$ cat src/rtl/tw_pkg.sv
package tw_pkg;

    // Pointer movement selected by the low two opcode bits.
    typedef enum logic [1:0] {
        TW_KEEP     = 2'd0,
        TW_POST_INC = 2'd1,
        TW_POST_DEC = 2'd2,
        TW_PRE_INC  = 2'd3
    } tw_mode_e;

    // Upper fourteen opcode bits that identify a table write.
    localparam logic [13:0] TW_OPC_PREFIX = 14'b0000_0000_0000_11;

endpackage

$ cat src/rtl/tw_decode.sv
module tw_decode
    import tw_pkg::*;
(
    input  logic [15:0] word_i,
    output logic        hit_o,
    output tw_mode_e    mode_o
);

    assign hit_o  = (word_i[15:2] == TW_OPC_PREFIX);
    assign mode_o = tw_mode_e'(word_i[1:0]);

endmodule

$ cat src/rtl/tw_ptr_step.sv
module tw_ptr_step #(
    parameter int W = 21
) (
    input  logic [W-1:0] cur_i,
    output logic [W-1:0] inc_o,
    output logic [W-1:0] dec_o
);

    // Natural wrap of W-bit arithmetic gives modulo 2^W behaviour.
    assign inc_o = cur_i + W'(1);
    assign dec_o = cur_i - W'(1);

endmodule

$ cat src/rtl/tw_stage_bank.sv
module tw_stage_bank #(
    parameter int SLOTS  = 8,
    parameter int DATA_W = 8
) (
    input  logic                      clk,
    input  logic                      rst_n,
    input  logic                      clear_i,
    input  logic                      wr_en_i,
    input  logic [$clog2(SLOTS)-1:0]  wr_idx_i,
    input  logic [DATA_W-1:0]         wr_data_i,
    output logic [SLOTS*DATA_W-1:0]   flat_o
);

    localparam int IDX_W = $clog2(SLOTS);
    localparam logic [DATA_W-1:0] ERASED = {DATA_W{1'b1}};

    for (genvar g = 0; g < SLOTS; g++) begin : g_slot
        logic [DATA_W-1:0] val_d;
        logic [DATA_W-1:0] val_q;

        always_comb begin
            val_d = val_q;
            if (wr_en_i && (wr_idx_i == IDX_W'(g))) begin
                val_d = wr_data_i;
            end
            if (clear_i) begin
                val_d = ERASED;
            end
        end

        always_ff @(posedge clk or negedge rst_n) begin
            if (!rst_n) begin
                val_q <= ERASED;
            end else begin
                val_q <= val_d;
            end
        end

        assign flat_o[g*DATA_W +: DATA_W] = val_q;
    end

endmodule

$ cat src/rtl/tabwrite_unit.sv
module tabwrite_unit
    import tw_pkg::*;
#(
    parameter int PTR_W  = 21,
    parameter int DATA_W = 8,
    parameter int SLOTS  = 8
) (
    input  logic                    clk,
    input  logic                    rst_n,
    input  logic                    instr_valid,
    input  logic [15:0]             instr_word,
    input  logic [DATA_W-1:0]       latch_in,
    input  logic                    ptr_load,
    input  logic [PTR_W-1:0]        ptr_load_val,
    input  logic                    stage_clear,
    output logic                    busy,
    output logic [PTR_W-1:0]        ptr_out,
    output logic [SLOTS*DATA_W-1:0] stage_flat
);

    localparam int IDX_W = $clog2(SLOTS);

    typedef struct packed {
        logic               busy;
        tw_mode_e           mode;
        logic [PTR_W-1:0]   ptr;
    } state_t;

    state_t             st_d;
    state_t             st_q;
    logic               dec_hit;
    tw_mode_e           dec_mode;
    logic [PTR_W-1:0]   ptr_inc;
    logic [PTR_W-1:0]   ptr_dec;
    logic               accept;
    logic               wr_en;
    logic [IDX_W-1:0]   wr_idx;

    tw_decode u_decode (
        .word_i (instr_word),
        .hit_o  (dec_hit),
        .mode_o (dec_mode)
    );

    tw_ptr_step #(.W(PTR_W)) u_step (
        .cur_i (st_q.ptr),
        .inc_o (ptr_inc),
        .dec_o (ptr_dec)
    );

    assign accept = instr_valid && !st_q.busy && dec_hit;

    always_comb begin
        st_d = st_q;
        if (accept) begin
            st_d.busy = 1'b1;
            st_d.mode = dec_mode;
            if (dec_mode == TW_PRE_INC) begin
                st_d.ptr = ptr_inc;
            end
        end
        if (st_q.busy) begin
            st_d.busy = 1'b0;
            unique case (st_q.mode)
                TW_POST_INC: st_d.ptr = ptr_inc;
                TW_POST_DEC: st_d.ptr = ptr_dec;
                default:     st_d.ptr = st_q.ptr;
            endcase
        end
        if (ptr_load) begin
            st_d.ptr = ptr_load_val;
        end
    end

    always_ff @(posedge clk or negedge rst_n) begin
        if (!rst_n) begin
            st_q <= '{busy: 1'b0, mode: TW_KEEP, ptr: '0};
        end else begin
            st_q <= st_d;
        end
    end

    // The write happens in the busy cycle, indexed by the registered pointer.
    assign wr_en  = st_q.busy;
    assign wr_idx = st_q.ptr[IDX_W-1:0];

    tw_stage_bank #(.SLOTS(SLOTS), .DATA_W(DATA_W)) u_bank (
        .clk       (clk),
        .rst_n     (rst_n),
        .clear_i   (stage_clear),
        .wr_en_i   (wr_en),
        .wr_idx_i  (wr_idx),
        .wr_data_i (latch_in),
        .flat_o    (stage_flat)
    );

    assign busy    = st_q.busy;
    assign ptr_out = st_q.ptr;

endmodule

$ cat config.mk
export PLATFORM = sky130hd
export DESIGN_NAME = tabwrite_unit
export DESIGN_NICKNAME = d
export VERILOG_FILES = /design/src/rtl/tw_pkg.sv /design/src/rtl/tw_decode.sv /design/src/rtl/tw_ptr_step.sv /design/src/rtl/tw_stage_bank.sv /design/src/rtl/tabwrite_unit.sv
export SDC_FILE = /design/constraint.sdc
export NUM_CORES = 1
export LEC_CHECK = 0
export ABC_CLOCK_PERIOD_IN_PS = 2310
export BUFFER_PORTS_ARGS = -buffer_cell sky130_fd_sc_hd__buf_2
export CORE_MARGIN = 8
export CORE_UTILIZATION = 35
export CTS_CLUSTER_SIZE = 40
export DETAILED_ROUTE_END_ITERATION = 6
export GPL_TIMING_DRIVEN = 0
export PLACE_DENSITY_LB_ADDON = 0.3
export RECOVER_POWER = 100
export SYNTH_ARGS = -nofsm -noshare
export SYNTH_HDL_FRONTEND = slang
export SYNTH_HIERARCHICAL = 1
export SYNTH_SLANG_ARGS = --single-unit
$ cat constraint.sdc
create_clock -name clk -period 2.31 [get_ports clk]
set_input_delay 0.462 -clock clk [delete_from_list [all_inputs] [get_ports clk]]
set_output_delay 0.462 -clock clk [all_outputs]
set_load 0.02 [all_outputs]
; ---- Yosys cells after proc, flatten, opt, wreduce, memory -nomap -nowiden
; Cells that the tools add are included.
[word_totals]
reg_bits = 88
elab_cells = 71
[classes]
addsub = 2
n_eq_ne = 12
muxes = 22
n_reduce_logical = 24
[op_table]
columns = operator, n
row1 = 2-to-1 mux 8 bit, 16
row2 = 2-to-1 mux 21 bit, 3
row3 = case mux 21 bit (2 select lines), 1
row4 = 2-to-1 mux 24 bit, 1
row5 = adder 21 x 1 -> 21 bit (second input constant), 1
row6 = subtractor 21 x 1 -> 21 bit (second input constant), 1
row7 = nonzero test 2 bit, 9
row8 = equality test 14 x 2 -> 1 bit (second input constant), 1
row9 = equality test 3 bit (second input constant), 4
row10 = logical AND 1 bit, 10
row11 = equality test 3 x 2 -> 1 bit (second input constant), 2
row12 = nonzero test 3 bit, 2
row13 = equality test 2 bit (second input constant), 2
row14 = != test 4 x 2 -> 1 bit (second input constant), 1
row15 = equality test 3 x 1 -> 1 bit (second input constant), 1
row16 = zero test 3 bit, 1
row17 = AND reduction 3 bit, 1
row18 = equality test 2 x 1 -> 1 bit (second input constant), 1
row19 = zero test 1 bit, 1
row20 = 2-to-1 mux 1 bit, 1

; ---- Longest topological paths before layout
; Gate-level depths: netlist of the first run.
[depth]
word_depth = 6
mapped_depth = 9
ltp_nobuf = 9

; ---- By module
; Netlist of the first run, hierarchy kept.
[by_module_without_submodules]
columns = mod, instances, cells_each, area_each_um2, seq_area_each_um2
row1 = tw_stage_bank, 1, 223, 2746.4, 1681.6
row2 = tabwrite_unit, 1, 184, 1998.2, 600.6
row3 = tw_ptr_step, 1, 119, 789.5, 0.0
row4 = tw_decode, 1, 7, 53.8, 0.0

; ---- Worst setup path before layout of the first run
; Ideal clock, no wire load.
[synth_path]
path_type = reg2reg
start = register st_q (netlist bit ptr_out[2])
end = register st_q (netlist bit ptr_out[19])
setup_time_ns = 0.131
t_arrival_ns = 2.241
required_time_ns = 2.179
slack_ns = -0.062
path_stages_with_launch = 10
path_buffers = 2
synth_period_minus_slack_ns = 2.372
path_cell_list = dfrtp_1 > buf_2 > and4_1 > buf_2 > nand4_1 > nor4_1 > xor2_1 > mux2_1 > a221oi_1 > o31ai_2
[synth_via]
elab_chain_len = 5
[synth_rtl]
columns = element, line
row1 = start: declaration, tabwrite_unit.sv:30  ; state_t st_q;
row2 = start signal: assignment, tabwrite_unit.sv:77  ; st_q <= '{busy: 1'b0, mode: TW_KEEP, ptr: '0};
row3 = start signal: assignment, tabwrite_unit.sv:79  ; st_q <= st_d;
row4 = adder 21 x 1 -> 21 bit *, tw_ptr_step.sv:10  ; assign inc_o = cur_i + W'(1);
row5 = via ptr_inc[19], tabwrite_unit.sv:33  ; logic [PTR_W-1:0] ptr_inc;
row6 = 2-to-1 mux 21 bit, tabwrite_unit.sv:58  ; if (dec_mode == TW_PRE_INC) begin
row7 = 2-to-1 mux 24 bit, tabwrite_unit.sv:55  ; if (accept) begin
row8 = 2-to-1 mux 21 bit *, tabwrite_unit.sv:62  ; if (st_q.busy) begin
row9 = 2-to-1 mux 21 bit *, tabwrite_unit.sv:70  ; if (ptr_load) begin
; The timed path passes the listed nets; every way through them passes the cells marked *. The select of a mux whose other input is x is not followed.
; A chain may end at the register's enable or synchronous reset.

; ---- Final worst setup path of the first run
[layout_path]
start = register st_q (netlist bit ptr_out[3])
end = register st_q (netlist bit ptr_out[19])
; Same word-level chain as after synthesis.

==> metrics.log, run 1 <==
INFO  metric run_status = complete, no violations
INFO  metric crit_arrival = approximately 2.5 ns
INFO  metric path_cells = buf_6 -> and4_4 -> buf_6 -> nand4_1 -> nor4_2 -> xor2_1 -> mux2_4 -> a221oi_4 -> o31ai_2
INFO  metric final_common_cell = clkbuf_1
INFO  metric hold_class = primary input to flip-flop
INFO  metric pin_count_of_the_biggest_net_entering_global_routing = between 40 and 50
INFO  metric finish.net_count = 760
INFO  metric dr.pass1.iters = 4
INFO  metric synth_nets = between 500 and 600
INFO  metric post-dp-hpwl = between 10000 and 15000 um
INFO  metric regToRegEndpoint = ptr_out[19]
INFO  metric row_count = 46
INFO  metric h-tree-depth = 3
INFO  metric syn-instance-count = 533
INFO  metric cp-startpoint = ptr_out[3]
INFO  metric timing.slew.headroom = 0.207
INFO  metric rsz0062_at_grt = true
INFO  metric power-per-cell-area = ~550 mW/mm2
INFO  metric fmaxAchievable = about 430 MHz
INFO  metric fp.coreArea = 0.0158 mm2
INFO  metric maxSlewViolCount = 0
INFO  metric number_of_enable_type_register_cells_in_the_synthesized_netlist = 0
INFO  metric crit_fanout = 6
INFO  metric nFillCells = about 1600
INFO  metric max_cap_violations = 0
INFO  metric critical_path.top_delay_family = simple AND/OR/NAND/NOR gates
INFO  metric leakage = 3.32 nW
INFO  metric cts_tree = done
INFO  metric die_height = ~140 um
INFO  metric timing.critical_path.slowest_cell_delay = around 0.38 ns
INFO  metric report.final.hold_viol_count = 0
INFO  metric cts_hold_buffers = 0
INFO  metric clk_pin_slew = ~0.07 ns
INFO  metric fin_worst_skew = around 0.0092 ns
INFO  metric max-clock-path-buffers = 2
INFO  metric worst_setup_path_end_kind = flip-flop
INFO  metric cts_num_sinks = around 90
INFO  metric floorplan.io_pins = ~140
INFO  metric detailroute.via_count = between 4000 and 5000
INFO  metric grt_usage = 0.161
INFO  metric post-route-period-util = 0.997
INFO  metric worst_r2r_path_depth = 9
INFO  metric stdcell_area = ~0.0072 mm2
INFO  metric buffer_ports.inserted = 132
INFO  metric worst_skew_pair.late_latency = ~0.34 ns
INFO  metric routed_wirelength = 16700 um
INFO  metric worst_ep_required_time = between 2 and 3 ns
INFO  metric grt_pass1_wl = around 26000 um
INFO  metric setup_viol_count_final = 0
INFO  metric synth_cell_type_count = 45
INFO  metric numCtsBuffers = 9
INFO  metric routedWlPerCell = between 15 and 20 um
INFO  metric timing.reg2reg.setup_slack = 0.006 ns
INFO  metric layout-drive-gt1-share = 0.427
INFO  metric worst-path-stages = 9
INFO  metric number_of_global_route_vias_before_repair = roughly 5000
INFO  metric ys_dominant_reg_cell = dfstp_2
INFO  metric most-common-layout-cells = 100 x clkbuf_1, 98 x nor2_1, 67 x buf_2
INFO  metric final.hold.worst_slack = roughly 0.34 ns
INFO  metric remaining_drc_errors = 0
INFO  metric antenna_found_initial = 0
INFO  metric path_common_cell = buf_6
INFO  metric synth.yosys.warnings = 6
INFO  metric vias_per_cell = a little over 5
INFO  metric floorplan.die_area = a little over 0.02 mm2
INFO  metric worst-setup-path-type = flip-flop to flip-flop
INFO  metric timing_worst_slew_pin_value = between 1 and 1.5 ns
INFO  metric fin_crit = between 2 and 2.5 ns
INFO  metric post_synth.cell_area_avg = between 10 and 15 um2
INFO  metric power.ir.vdd_worst = approximately 320 uV
INFO  metric initial_core_util = 0.354
INFO  metric insertedDiodeCount = 0
INFO  metric globalRoute.totalOverflow = 0
INFO  metric placed_instance_area = 0.00656 mm2
INFO  metric slowest_cell_on_the_critical_path = dfrtp_1
INFO  metric area_delta_synth_final = 28.5%
INFO  metric fp.dieW = 142 um
INFO  metric synth_seq_area_share = 0.408
INFO  metric crit_path_buffers_inverters = 2
INFO  metric crit_end = ptr_out[19]
INFO  metric async_flop_share = 1.00
INFO  metric globalplace.congestion = about 0.84
INFO  metric final_antenna_net_count = 0
INFO  metric mappedNetlistArea = 0.00559 mm2
INFO  metric yosys_register_bits = 88
INFO  metric root_buffer = clkbuf_16
INFO  metric r2r-start = ptr_out[3]
INFO  metric dr.first_iter.drc_count = between 200 and 300
INFO  metric start_kind = flip-flop
## per-stage QoR
stage / setup TNS, ns / utilization / std cells / power (mW) / setup slack, ns
3_5_place_dp: -5.80 / 0.416 / 882 / 2.31 / -0.559
3_3_place_gp: -4.81 / 0.414 / 881 / 2.29 / -0.482
4_1_cts: -0.0580 / 0.444 / 908 / 3.96 / -0.0502
6_report: 0 / 0.455 / 928 / 3.98 / 0.00589
2_1_floorplan: -0.0393 / - / 533 / 2.09 / -0.0393
5_1_grt: -0.283 / 0.455 / 928 / 4.17 / -0.103
## final cells by class
cell class | count | area (um2) | share of cell area
Buffer | 67 | 398 | 0.0554
Clock buffer | 10 | 229 | 0.0319
Clock inverter | 6 | 91.3 | 0.0127
Inverter | 8 | 32.5 | 0.00453
Multi-Input combinational cell | 368 | 3030 | 0.422
Sequential cell | 88 | 2290 | 0.319
Tap cell | 216 | 270 | 0.0376
Timing Repair Buffer | 165 | 838 | 0.117
## worst min path at each step
stage / from / to / slack [ns] / cells after the start
after global placement: st_q[22] / st_q[22] / 0.47 / 2
after CTS: instr_word[1] / st_q[22] / 0.33 / 3
after global routing: instr_word[1] / st_q[22] / 0.34 / 3
after floorplan: rst_n / busy / 0.17 / 0
after detailed placement: st_q[22] / st_q[22] / 0.49 / 2
final: instr_word[1] / st_q[22] / 0.34 / 3
## repair_timing
action	4_1_cts	5_1_grt
setup endpoints to repair	14	10
pin swaps	8	12
resized for setup	21	33
buffers inserted	12	21
## logic make-up after synthesis
group | count (synthesis) | synth area share
buffers and inverters | 77 | 0.0784
XOR/XNOR | 38 | 0.0596
adder cells (fa/ha/maj) | 3 | 0.00672
AND/OR/NAND/NOR | 177 | 0.158
flip-flops | 88 | 0.408
AO/OA/AOI/OAI | 65 | 0.132
multiplexers | 85 | 0.157
## per-layer routing
metal  up-vias  track usage  part of all wire  wire length [um]
met3        14       0.0406             0.069              1160
met4         0       0.0436             0.011               191
li1       2245            -                 -                 -
met2       153        0.285              0.50              8310
met1      2311        0.191              0.42              7080
met5         -            0                 0                 0
## worst register-to-register path, cell delays in order (launching register included)
cell and delay (ns):
dfrtp_1 0.38, buf_6 0.13, and4_4 0.22, buf_6 0.11
nand4_1 0.17, nor4_2 0.37, xor2_1 0.14, mux2_4 0.30
a221oi_4 0.26, o31ai_2 0.08
## synth_stat cells, types with 2 or more instances
cell | number | area [um2]
xor2_1 | 21 | 184
buf_4 | 25 | 188
nand2_1 | 16 | 60.1
mux2_1 | 4 | 45.0
dfstp_2 | 64 | 1680
buf_6 | 5 | 56.3
nor3_1 | 12 | 60.1
inv_1 | 6 | 22.5
xnor2_1 | 17 | 149
or3_1 | 3 | 18.8
nor3_2 | 3 | 30.0
buf_2 | 14 | 70.1
nand4_1 | 7 | 43.8
nor4_1 | 3 | 18.8
and4_1 | 3 | 26.3
a221oi_1 | 4 | 35.0
dfrtp_1 | 24 | 601
nand4bb_1 | 2 | 22.5
or4_1 | 4 | 30.0
and3_1 | 4 | 25.0
ha_1 | 3 | 37.5
nand3_1 | 7 | 35.0
nor2b_1 | 2 | 12.5
o2111ai_1 | 21 | 184
nand4b_1 | 3 | 26.3
a221oi_2 | 16 | 240
o31ai_2 | 20 | 250
inv_2 | 2 | 7.51
mux2i_1 | 64 | 641
mux2_2 | 17 | 191
clkbuf_1 | 25 | 93.8
nor2_1 | 99 | 372
## registers in the layout (all words and copies together), names as in the netlist
name,cells
u_bank/g_slot.val_q,64
busy,1
st_q,2
ptr_out,21
## power by group
group          switching [mW]  total [mW]  internal [mW]
logic                   0.420       0.764          0.344
clock network           0.615        1.57          0.954
registers              0.0621        1.65           1.58
total                    1.10        3.98           2.88
No activity file was read; power rests on OpenSTA's default activity.
==> inputs of run 2 (changes only) <==
--- a/config.mk
+++ b/config.mk
@@ -16,5 +16,4 @@
 export RECOVER_POWER = 100
 export SYNTH_ARGS = -nofsm -noshare
 export SYNTH_HDL_FRONTEND = slang
-export SYNTH_HIERARCHICAL = 1
 export SYNTH_SLANG_ARGS = --single-unit
==> constraint.sdc (replaced) <==
create_clock -name clk -period 2.31 [get_ports clk]
set_input_delay 0.231 -clock clk [delete_from_list [all_inputs] [get_ports clk]]
set_output_delay 0.231 -clock clk [all_outputs]
set_load 0.02 [all_outputs]
==> run 2 against run 1 <==
- the run now ends with max-capacitance violations, max-slew violations left
- total power shrank 5.2%
- register-to-register slack gained 0.03 ns
- via count grew 11%
- largest cell class unchanged
==> metrics.log, run 2 <==
INFO  metric post_synth.cell_area_avg = 8.88 um2
INFO  metric final_common_cell = nand2_1
INFO  metric most_crowded_layer_after_global_routing = met2
INFO  metric synth_xor_xnor_area_share = 0.0247
INFO  metric final.hold.worst_slack = around 0.094 ns
INFO  metric crit_arrival = roughly 2.5 ns
INFO  metric largest_register_ffs = 64
INFO  metric routed_wirelength = approximately 18000 um
INFO  metric maxSlewViolCount = 37
INFO  metric detailroute.via_count = around 5200
INFO  metric fp.dieW = 139 um
INFO  metric grt_usage = 0.181
INFO  metric synthDominantAreaCellType = dfstp_2
INFO  metric multi_input_comb_area = around 0.0028 mm2
INFO  metric synth.yosys.warnings = 0
INFO  metric fp.coreArea = roughly 0.015 mm2
INFO  metric fin_crit = 2.27 ns
INFO  metric gr-usage-met3 = 0.0489
INFO  metric globalRoute.totalOverflow = 0
INFO  metric leakage = 2.87 nW
INFO  metric power-per-cell-area = 562 mW/mm2
INFO  metric path_cells = ha_4 -> nand2_2 -> or4_1 -> buf_2 -> o32a_1 -> or4_1 -> o211ai_1
INFO  metric vias_per_cell = around 5.5
INFO  metric dr.first_iter.drc_count = a little over 500
INFO  metric h-tree-depth = 3
INFO  metric most-common-layout-cells = 126 x nand2_1, 99 x clkbuf_1, 64 x dfstp_2
INFO  metric synth_cell_type_count = 64
INFO  metric report.final.hold_viol_count = 0
INFO  metric top_register = u_bank.g_slot.val_q
INFO  metric yosysTopAreaCellShare = 0.316
INFO  metric clk_pin_slew = ~0.07 ns
INFO  metric floorplan.die_area = about 0.019 mm2
INFO  metric post-route-period-util = 0.983
INFO  metric synth_fa_ha_area_frac = 0.0188
INFO  metric power.ir.vdd_worst = slightly above 300 uV
INFO  metric remaining_drc_errors = 0
INFO  metric final_antenna_net_count = 0
INFO  metric root_buffer = clkbuf_16
INFO  metric finish.net_count = around 810
INFO  metric synth_seq_area_share = 0.429
INFO  metric dr.pass1.iters = 5
INFO  metric worst_ep_required_time = 2.58 ns
INFO  metric synth_top_family_by_area = simple AND/OR/NAND/NOR gates
INFO  metric critical_path.top_delay_family = simple AND/OR/NAND/NOR gates
INFO  metric synth.mux.area_fraction = 0.00376
INFO  metric post-dp-hpwl = roughly 13000 um
INFO  metric post-route-util = 0.446
INFO  metric max-clock-path-buffers = 2
INFO  metric mappedNetlistArea = 0.00532 mm2
INFO  metric numCtsBuffers = 9
INFO  metric globalplace.congestion = 0.873
INFO  metric cts_num_sinks = 88
INFO  metric layout-drive-gt1-share = 0.284
INFO  metric timing_worst_slew_pin_value = 2.01 ns
INFO  metric fmaxAchievable = 440 MHz
INFO  metric hold_class = primary input to flip-flop
INFO  metric row_count = 45
INFO  metric synth_nets = 657
INFO  metric run_status = finished, violations left
INFO  metric violations = max-capacitance violations, max-slew violations
INFO  metric most_common_cell_in_the_synthesized_netlist = nand2_1
INFO  metric cts_tree = done
INFO  metric ys_dominant_reg_cell = dfstp_2
INFO  metric syn-instance-count = 599
INFO  metric yosys_register_bits = between 80 and 90
INFO  metric area_delta_synth_final = 26.0%
INFO  metric start_kind = flip-flop
INFO  metric leading_cell_types_by_count_after_synthesis = 127 x nand2_1, 64 x dfstp_2, 49 x nand3b_1
INFO  metric routedWlPerCell = around 19 um
INFO  metric synth-compound-area-share = 0.148
INFO  metric rsz0062_at_grt = true
INFO  metric worst_setup_path_end_kind = flip-flop
INFO  metric fin_worst_skew = ~0.015 ns
INFO  metric buffer_ports.inserted = 134
INFO  metric path_common_cell = or4_1
INFO  metric yosys-top-cells-area = dfstp_2 32%, dfrtp_1 11%, nand2_1 9.0%
INFO  metric worst_skew_pair.late_latency = 0.36 ns
INFO  metric crit_path_buffers_inverters = 1
INFO  metric max_cap_violations = 1
INFO  metric grt_pass1_wl = about 28000 um
INFO  metric number_of_enable_type_register_cells_in_the_synthesized_netlist = 0
INFO  metric timing.slew.headroom = -0.342
INFO  metric crit_fanout = 5
INFO  metric initial_core_util = 0.354
INFO  metric grt.met1_usage = 0.235
INFO  metric slowest_cell_on_the_critical_path = or4_1
INFO  metric die_height = 139 um
INFO  metric combined_flip_flop_and_latch_cell_area = roughly 0.0023 mm2
INFO  metric timing.critical_path.slowest_cell_delay = around 0.48 ns
INFO  metric antenna_found_initial = 1
INFO  metric worst-setup-path-type = flip-flop to flip-flop
INFO  metric nFillCells = about 1500
INFO  metric pin_count_of_the_biggest_net_entering_global_routing = 53
INFO  metric number_of_global_route_vias_before_repair = roughly 5100
INFO  metric use_met2 = 0.291
INFO  metric floorplan.io_pins = between 100 and 150
INFO  metric setup_viol_count_final = 0
INFO  metric async_flop_share = 1.00
INFO  metric synth-simple-area-share = 0.305
-- run 2: cell count changes after synthesis, sizes merged, moves of 11 or more --
| cell | change |
|---|---|
| and3 | +19 |
| o21ai | +16 |
| nand2 | +111 |
| a211o | +17 |
| xor2 | -14 |
| a221oi | -17 |
| nor2 | -80 |
| o2111ai | -20 |
| nand3b | +48 |
| mux2i | -62 |
| mux2 | -21 |
| buf | -11 |
| o31ai | -18 |
-- run 2: path summary, 6_finish.rpt --
kind                                           start                        end  slack [ns]  cells after the start
hold / removal                         instr_word[0]                   st_q[21]        0.09                      3
setup / recovery                          ptr_out[0]                ptr_out[16]        0.04                      7
min in group asynchronous                      rst_n  u_bank.g_slot[2].val_q[4]        1.13                      1
max in group asynchronous                      rst_n  u_bank.g_slot[4].val_q[7]        0.75                      2
setup reg to reg                          ptr_out[0]                ptr_out[16]        0.04                      7
hold reg to reg            u_bank.g_slot[1].val_q[1]  u_bank.g_slot[1].val_q[1]        0.49                      2
-- run 2: layer usage --
layer | wire, um | up-vias
li1 | - | 2446
met1 | 8090 | 2544
met2 | 8460 | 211
met3 | 1160 | 21
met4 | 210 | 0
met5 | 0 | -
-- run 2: final cells by class --
type	instances	share of cell area
multi-input cells	433	0.415
clock inverters	7	0.0112
flip-flops and latches	88	0.341
inverters	10	0.00597
clock buffers	9	0.0336
repair buffers	146	0.102
diodes	1	0.000373
well taps	188	0.0351
plain buffers	65	0.0558
-- run 2: worst min-delay path, stage by stage --
cell     delay [ns]
buf_2          0.09
nand2_1        0.04
o21ai_0        0.05
-- run 2: what timing repair did --
| item | in CTS | in global routing |
|---|---|---|
| hold buffers | 0 | 0 |
| resized for setup | 31 | 25 |
| setup endpoints to repair | 44 | 43 |
| pin swaps | 2 | 5 |
| hold endpoints to repair | 0 | 0 |
| buffers inserted | 5 | 6 |
-- run 2: where the power goes --
part | leakage [nW] | switching (mW) | internal (mW) | total (mW)
combinational | 1.76 | 0.374 | 0.258 | 0.633
sequential | 0.963 | 0.0594 | 1.58 | 1.64
clock | 0.144 | 0.730 | 0.766 | 1.50
total | 2.87 | 1.16 | 2.61 | 3.77
-- run 2: logic make-up after synthesis --
group           after synthesis
simple gates                301
compound gates              107
flops                        88
buf+inv                      78
xor+xnor                     15
fa+ha+maj                     8
mux                           2
-- run 2: metrics by stage --
step | setup WS, ns | total power, mW | cells | instance area, um2 | TNS [ns]
after floorplan | 0.130 | 2.01 | 599 | 5320 | 0
after global placement | -0.438 | 2.24 | 921 | 6230 | -5.95
after detailed placement | -0.444 | 2.25 | 922 | 6260 | -6.38
after CTS | 0.00829 | 3.79 | 941 | 6700 | 0
after global routing | -0.0166 | 3.94 | 947 | 6700 | -0.0182
final | 0.0385 | 3.77 | 947 | 6700 | 0
